$ cat config.mk
export PLATFORM = sky130hd
export DESIGN_NAME = byte_word_alu
export DESIGN_NICKNAME = d
export VERILOG_FILES = /design/src/rtl/byte_word_alu.sv
export SDC_FILE = /design/constraint.sdc
export NUM_CORES = 1
export LEC_CHECK = 0
export BUFFER_PORTS_ARGS = -buffer_cell sky130_fd_sc_hd__buf_2
export CELL_PAD_IN_SITES_DETAIL_PLACEMENT = 1
export CELL_PAD_IN_SITES_GLOBAL_PLACEMENT = 1
export CORE_MARGIN = 4
export CORE_UTILIZATION = 40
export DETAILED_ROUTE_END_ITERATION = 16
export PLACE_DENSITY_LB_ADDON = 0.1
export REMOVE_ABC_BUFFERS = 1
export SLEW_MARGIN = 20
export SYNTH_ARGS = -nofsm -noshare
export SYNTH_HDL_FRONTEND = slang
export SYNTH_SLANG_ARGS = --single-unit
export TNS_END_PERCENT = 20
$ cat constraint.sdc
create_clock -name clk -period 6 [get_ports clk]
set_clock_uncertainty 0.05 [all_clocks]
set_input_delay 1.2 -clock clk [delete_from_list [all_inputs] [get_ports clk]]
set_output_delay 1.2 -clock clk [all_outputs]
set_load 0.01 [all_outputs]
$ cat src/rtl/byte_word_alu.sv
module byte_word_alu #(
  parameter int DW = 16
) (
  input  logic          clk,
  input  logic          rst_n,
  input  logic          in_valid,
  input  logic [3:0]    opcode,
  input  logic          wide,
  input  logic [DW-1:0] dst,
  input  logic [DW-1:0] src,
  input  logic [15:0]   flags_in,
  output logic          out_valid,
  output logic [DW-1:0] result,
  output logic          result_we,
  output logic [15:0]   flags_out
);
  localparam int HB = DW / 2;
  localparam logic [3:0] OP_ADD = 4'd0, OP_SUB = 4'd1, OP_CMP = 4'd2,
                         OP_INC = 4'd3, OP_DEC = 4'd4, OP_NEG = 4'd5,
                         OP_AND = 4'd6, OP_OR  = 4'd7, OP_XOR = 4'd8,
                         OP_NOT = 4'd9;
  localparam int B_CF = 0, B_PF = 2, B_AF = 4, B_ZF = 6, B_SF = 7, B_OF = 11;

  logic [DW-1:0] a, b, x, y, r;
  logic [DW:0]   sum;
  logic          sub, arith, logic_op, keep_cf, legal, we;
  logic          xm, ym, rm, cout, ovf, aux;
  logic [15:0]   fl;

  assign a = wide ? dst : {{HB{1'b0}}, dst[HB-1:0]};
  assign b = wide ? src : {{HB{1'b0}}, src[HB-1:0]};

  always_comb begin
    x = a; y = b; sub = 1'b0; arith = 1'b1; logic_op = 1'b0;
    keep_cf = 1'b0; legal = 1'b1; we = 1'b1;
    case (opcode)
      OP_ADD: ;
      OP_SUB: sub = 1'b1;
      OP_CMP: begin sub = 1'b1; we = 1'b0; end
      OP_INC: begin y = DW'(1); keep_cf = 1'b1; end
      OP_DEC: begin y = DW'(1); sub = 1'b1; keep_cf = 1'b1; end
      OP_NEG: begin x = '0; y = a; sub = 1'b1; end
      OP_AND, OP_OR, OP_XOR: begin arith = 1'b0; logic_op = 1'b1; end
      OP_NOT: arith = 1'b0;
      default: begin arith = 1'b0; legal = 1'b0; we = 1'b0; end
    endcase
  end

  assign sum = sub ? ({1'b0, x} - {1'b0, y}) : ({1'b0, x} + {1'b0, y});

  always_comb begin
    case (opcode)
      OP_AND:  r = a & b;
      OP_OR:   r = a | b;
      OP_XOR:  r = a ^ b;
      OP_NOT:  r = wide ? ~a : {{HB{1'b0}}, ~a[HB-1:0]};
      default: r = (arith && legal) ? (wide ? sum[DW-1:0] : {{HB{1'b0}}, sum[HB-1:0]}) : '0;
    endcase
  end

  assign xm   = wide ? x[DW-1] : x[HB-1];
  assign ym   = wide ? y[DW-1] : y[HB-1];
  assign rm   = wide ? r[DW-1] : r[HB-1];
  assign cout = wide ? sum[DW] : sum[HB];
  assign ovf  = sub ? ((xm != ym) && (rm != xm)) : ((xm == ym) && (rm != xm));
  assign aux  = x[4] ^ y[4] ^ sum[4];

  always_comb begin
    fl = flags_in;
    if (arith || logic_op) begin
      fl[B_ZF] = (r == '0);
      fl[B_SF] = rm;
      fl[B_PF] = ~^r[7:0];
      fl[B_CF] = arith ? (keep_cf ? flags_in[B_CF] : cout) : 1'b0;
      fl[B_AF] = arith ? aux : 1'b0;
      fl[B_OF] = arith ? ovf : 1'b0;
    end
  end

  always_ff @(posedge clk) begin
    if (!rst_n) begin
      out_valid <= 1'b0;
      result    <= '0;
      result_we <= 1'b0;
      flags_out <= '0;
    end else begin
      out_valid <= in_valid;
      if (in_valid) begin
        result    <= r;
        result_we <= we;
        flags_out <= fl;
      end
    end
  end
endmodule

[After elaboration in Yosys (flattened, before gate mapping)]
Index checks and enable logic that the tools add are counted.
Storage, ports and cells
  flip-flop bits (word level): 34
  bits of input ports: 56
  output and inout bits: 34
Cells by class
  add/sub/neg operators: 2
  equal/unequal tests: 12
  muxes and demuxes: 29
  bitwise gates (word level): 7
  reductions and logical operators: 13
Operator list (count)
  two-way mux 16 bit: 6
  one-hot mux 16 bit (4 select lines): 1
  one-hot mux 16 bit (2 select lines): 1
  two-way mux 1 bit: 19
  adder 16 x 16 -> 17 bit: 1
  two-way mux 17 bit: 1
  subtractor 16 x 16 -> 17 bit: 1
  AND 16 bit: 1
  == test 4 x 3 -> 1 bit, second input constant: 4
  zero test 16 bit: 1
  inverter 16 bit: 1
  bitwise OR 16 bit: 1
  bitwise XOR 16 bit: 1
  OR reduction 10 bit: 1
  OR reduction 9 bit: 1
  == test 4 x 2 -> 1 bit, second input constant: 2
  == test 4 bit, second input constant: 2
  inverter 8 bit: 1
  XNOR reduction 8 bit: 1
  OR reduction 6 bit: 1
  == test 4 x 1 -> 1 bit, second input constant: 1
  zero test 4 bit: 1
  OR reduction 4 bit: 1
  logical AND 1 bit: 3
  7 further kinds: 9

[Depth between registers and ports, before layout]
  depth after elaboration: 14
  gate-level depth with buffers: 21
  depth with buffers taken out: 19

[Worst setup path before layout]
No wires, ideal clock.
  path type: input to register
  start: input port opcode[2]
  end: register flags_out[11]
  arrival: 4.966 ns
  data required time: 5.869 ns
  slack: 0.904 ns
  stages on the path: 18
  path buffers: 2
  cells stage by stage: buf_6 > and2_4 > buf_6 > a32oi_1 > o221ai_2 > or3_4 > or2_1 > o21ai_0 > xor2_1 > ha_1 > a2111oi_0 > a21oi_1 > a31oi_2 > o21ai_1 > mux2i_1 > nor2_1 > or4_1 > a41oi_1
Between the ends
  word-level cells in the longest chain between the ends: 14
  elaborated cells between the ends (all ways): 40
  those cells by class: 2 x add/sub; 12 x eq/ne; 16 x mux; 10 x reduce/logical
Ends and longest elaborated chain
  start: declaration: RTL line 7  | input logic [3:0] opcode,
  == test 4 x 3 -> 1 bit / == test 4 x 2 -> 1 bit (equally long branches): RTL line 36  | case (opcode)
  OR reduction 2 bit (no line)
  one-hot mux 16 bit (2 select lines): RTL line 36
  adder 16 x 16 -> 17 bit / subtractor 16 x 16 -> 17 bit (equally long branches): RTL line 49  | assign sum = sub ? ({1'b0, x} - {1'b0, y}) : ({1'b0, x} + {1'b0, y});
  two-way mux 17 bit: RTL line 49
  two-way mux 16 bit (2 in a row): RTL line 57  | default: r = (arith && legal) ? (wide ? sum[DW-1:0] : {{HB{1'b0}}, sum[HB-1:0]}) : '0;
  one-hot mux 16 bit (4 select lines): RTL line 52  | case (opcode)
  two-way mux 1 bit: RTL line 63  | assign rm = wide ? r[DW-1] : r[HB-1];
  inequality test 1 bit: RTL line 65  | assign ovf = sub ? ((xm != ym) && (rm != xm)) : ((xm == ym) && (rm != xm));
  logical AND 1 bit: RTL line 65
  two-way mux 1 bit: RTL line 65
  two-way mux 1 bit: RTL line 76  | fl[B_OF] = arith ? ovf : 1'b0;
  two-way mux 1 bit (*): RTL line 70  | if (arith || logic_op) begin
  end signal: assignment: RTL line 91  | flags_out <= fl;
  end: declaration: RTL line 15  | output logic [15:0] flags_out
Every way passes the cells marked *; elsewhere a longest branch is shown, timed or not.
A chain may end at the register's enable or synchronous reset.

[Final worst setup path]
  start: input port opcode[0]
  end: register flags_out[6]
Between the ends
  word-level cells in the longest chain between the ends: 10
  elaborated cells between the ends (all ways): 31
  those cells by class: 2 x add/sub; 9 x eq/ne; 11 x mux; 9 x reduce/logical
Ends and longest elaborated chain
  == test 4 x 3 -> 1 bit / == test 4 x 2 -> 1 bit (equally long branches): RTL line 36
  OR reduction 2 bit (no line)
  one-hot mux 16 bit (2 select lines): RTL line 36
  adder 16 x 16 -> 17 bit / subtractor 16 x 16 -> 17 bit (equally long branches): RTL line 49
  two-way mux 17 bit: RTL line 49
  two-way mux 16 bit (2 in a row): RTL line 57
  one-hot mux 16 bit (4 select lines): RTL line 52
  zero test 16 bit: RTL line 71  | fl[B_ZF] = (r == '0);
  two-way mux 2 bit (*): RTL line 70
Marks and branches as above.

==> flow_summary.json <==
{
  "worst-path-buf-inv": 1,
  "seq_area_frac_synth_pct": 17.4,
  "cp.required_ps": 6180,
  "internal-power_uw": 527,
  "ctsResizeCount": 0,
  "stdcell_count": 730,
  "tns_ps": 0,
  "synth_flop_cell": "dfxtp_1",
  "antenna_found_initial": 0,
  "path_max_fanout": 12,
  "powerDensity_mw_per_mm2": 195,
  "maxSlewViolCount": 0,
  "h-tree-depth": 2,
  "timing.fmax_mhz": 173,
  "yosysMostFrequentCell": "nor2_1",
  "cts_tree": "built",
  "synth_cells": 518,
  "cpPeakStageDelay_ps": 420,
  "fin_crit_sh_pct": 96.5,
  "cp-end-kind": "flip-flop",
  "die_y_um": 107,
  "worst_slew_pin_slew_ps": 1060,
  "drt-initial-drc-count": 213,
  "start_kind": "input port",
  "start_util_pct": 41.7,
  "nets": 709,
  "io_pins": 90,
  "die_w_um": 107,
  "pwr-share-clk_pct": 19.7,
  "setup_viol": 0,
  "route.layer.met1.wl_mm": 6.13,
  "crit_family": "compound AO/OA/AOI/OAI gates",
  "met2_length_mm": 6.40,
  "fill_cells": 1242,
  "synth.yosys.warnings": 0,
  "avgSynthCellArea_um2": 7.54,
  "crit_type": "input port to flip-flop",
  "place_congestion": 0.907,
  "dr_wl_met3_um": 685,
  "totalPowerFinal_uw": 893,
  "seq_power_share_pct": 28.2,
  "cts_root_buffer": "clkbuf_8",
  "synth.area.top_cells": "dfxtp_1 17%, ha_1 17%, nor2_1 7.2%, nand2_1 4.7%, a21oi_1 4.6%",
  "synth.top_cells.by_count": "75 x nor2_1, 52 x ha_1, 49 x nand2_1, 41 x inv_1, 36 x a21oi_1",
  "grt_pass1_wl_mm": 21.3,
  "post_drt_via_cell_ratio": 5.68,
  "status": "finished clean",
  "slew_headroom_pct": 29.5,
  "fp-row-count": 35,
  "final_layout_size_suffix_gt1_share_pct": 20.1,
  "peakVddDrop_mv": 0.0769,
  "area_delta_synth_final_pct": 17.0,
  "slowest_stage": "or3_4",
  "rsz0062_at_grt": "no",
  "synth_largest_area_cell": "dfxtp_1",
  "crit_chain": "buf_2 -> nor3b_4 -> a32o_2 -> o221ai_2 -> or3_4 -> or2_1 -> o21ai_0 -> xor2_1 -> ha_1 -> a2111oi_0 -> a21oi_1 -> xor2_1 -> a21oi_1 -> ha_1 -> nand3_1 -> nor4_1 -> and4_1 -> a41o_1",
  "drtPass1Iterations": 4,
  "clk_pin_slew_worst_paths_ps": 70,
  "multi_input_area_mm2": 0.00296,
  "synth_edf_count": 0,
  "synth_seq_cells": 34,
  "hold_viol": 0,
  "die-area_mm2": 0.0114,
  "clock_sinks": 34,
  "routed_wl_mm": 13.4,
  "antenna_cells": 0,
  "dp_hpwl_mm": 10.8,
  "hold_class": "flip-flop to flip-flop",
  "clk-insertion-delay-late_ps": 280,
  "ctsLongestPathBuffers": 2,
  "p_sw_share_pct": 41.0,
  "highest_layer": "met4",
  "fin_util_pct": 48.8,
  "grtUsageTotal_pct": 23.0,
  "finalCriticalPeriod_ps": 5790,
  "synthDistinctLibCells": 65,
  "grt_pass1_vias": 4212,
  "async_reset_ff_share_pct": 0,
  "synth_top_area_share_pct": 17.4,
  "num_vias": 4148,
  "comb_power_share_pct": 52.1,
  "arrival_ps": 5970,
  "dp_cells": 722,
  "cts_setup_buffers": 0,
  "core_mm2": 0.00937,
  "grt_max_degree": 53,
  "drc": 0,
  "wire_per_inst_um": 18.4,
  "grt_overflow": 0,
  "synth_area_mm2": 0.00390,
  "cap_violations": 0,
  "cts_hold_buf": 0,
  "cts_buffers": 5,
  "regArea_um2": 681,
  "leakagePower_nw": 2.35,
  "ant_nets": 0,
  "port_buffers": 89,
  "switchingPower_uw": 366
}
worst register-to-register path, delay by kind of cell (launching register included):
family             cells  cell delay (ps)
DFF                    1              310
AOI/OAI and AO/OA      2              290
and+or+nand+nor        1               60
registers in the layout, indices dropped and copies added (netlist names):
register	count
out_valid	1
flags_out	16
result	16
result_we	1
cells in the final DEF (no fill, tap or decap), drive strengths merged, types with 4 or more instances in the layout:
cell type / netlist / final
o31ai: 5 / 5
o21a: 5 / 5
nand2: 49 / 49
ha: 52 / 52
xnor2: 12 / 12
a22oi: 5 / 5
o221ai: 12 / 12
a221oi: 5 / 5
o22ai: 15 / 15
nor3: 6 / 6
a32oi: 5 / 5
mux2i: 12 / 12
nand3: 4 / 4
xor2: 20 / 20
buf: 7 / 99
dfxtp: 34 / 34
a21oi: 36 / 36
inv: 42 / 42
a211oi: 17 / 17
clkbuf: 17 / 6
a21o: 4 / 4
nor2b: 5 / 5
nor2: 76 / 76
o21ai: 26 / 26
cells by family (layout without fill, tap and decap cells):
kind of cell,count (synthesis),count (layout),share of synthesized area [%]
multiplexers,12,12,3.08
flip-flops,34,34,17.4
AND/OR/NAND/NOR,163,163,19.6
XOR/XNOR,33,33,7.75
AO/OA/AOI/OAI,157,157,28.1
buffers and inverters,66,149,6.89
adder cells (fa/ha/maj),53,53,17.2
layer usage:
| metal | track usage, % | vias up |
|---|---|---|
| met3 | 2.59 | 18 |
| met5 | 0 | - |
| li1 | - | 2022 |
| met1 | 30.5 | 2003 |
| met4 | 6.48 | 0 |
| met2 | 39.2 | 105 |
power groups by stage:
stage / logic [mW] / clock network [mW] / registers, mW
after detailed placement: 0.459 / 0 / 0.257
after global placement: 0.445 / 0 / 0.256
after global routing: 0.511 / 0.192 / 0.255
after CTS: 0.462 / 0.182 / 0.252
after floorplan: 0.298 / 0 / 0.266
final: 0.465 / 0.176 / 0.252
layout make-up:
class	instances	share of cell area, %
multi-input cells	418	64.7
inverters	42	3.45
flip-flops and latches	34	14.9
repair buffers	99	11.4
clock buffers	6	1.81
well taps	129	3.53
clock inverters	2	0.274
final timing paths:
check                                    end  slack [ps]  cells past startpoint    startpoint
worst max-delay path            flags_out[6]         210                     18     opcode[0]
worst min-delay path               result_we         430                      1     result_we
worst max register to register  flags_out[6]        5190                      3  flags_out[6]
worst min register to register     result_we         430                      1     result_we
stage by stage:
stage,worst slack [ps],hold slack [ps],cell area (µm²)
after floorplan,1010,451,3790
after global placement,142,416,4480
after detailed placement,72.1,417,4480
after CTS,333,434,4570
after global routing,18.5,458,4570
final,209,429,4570
(Power assumes the default switching activity.)
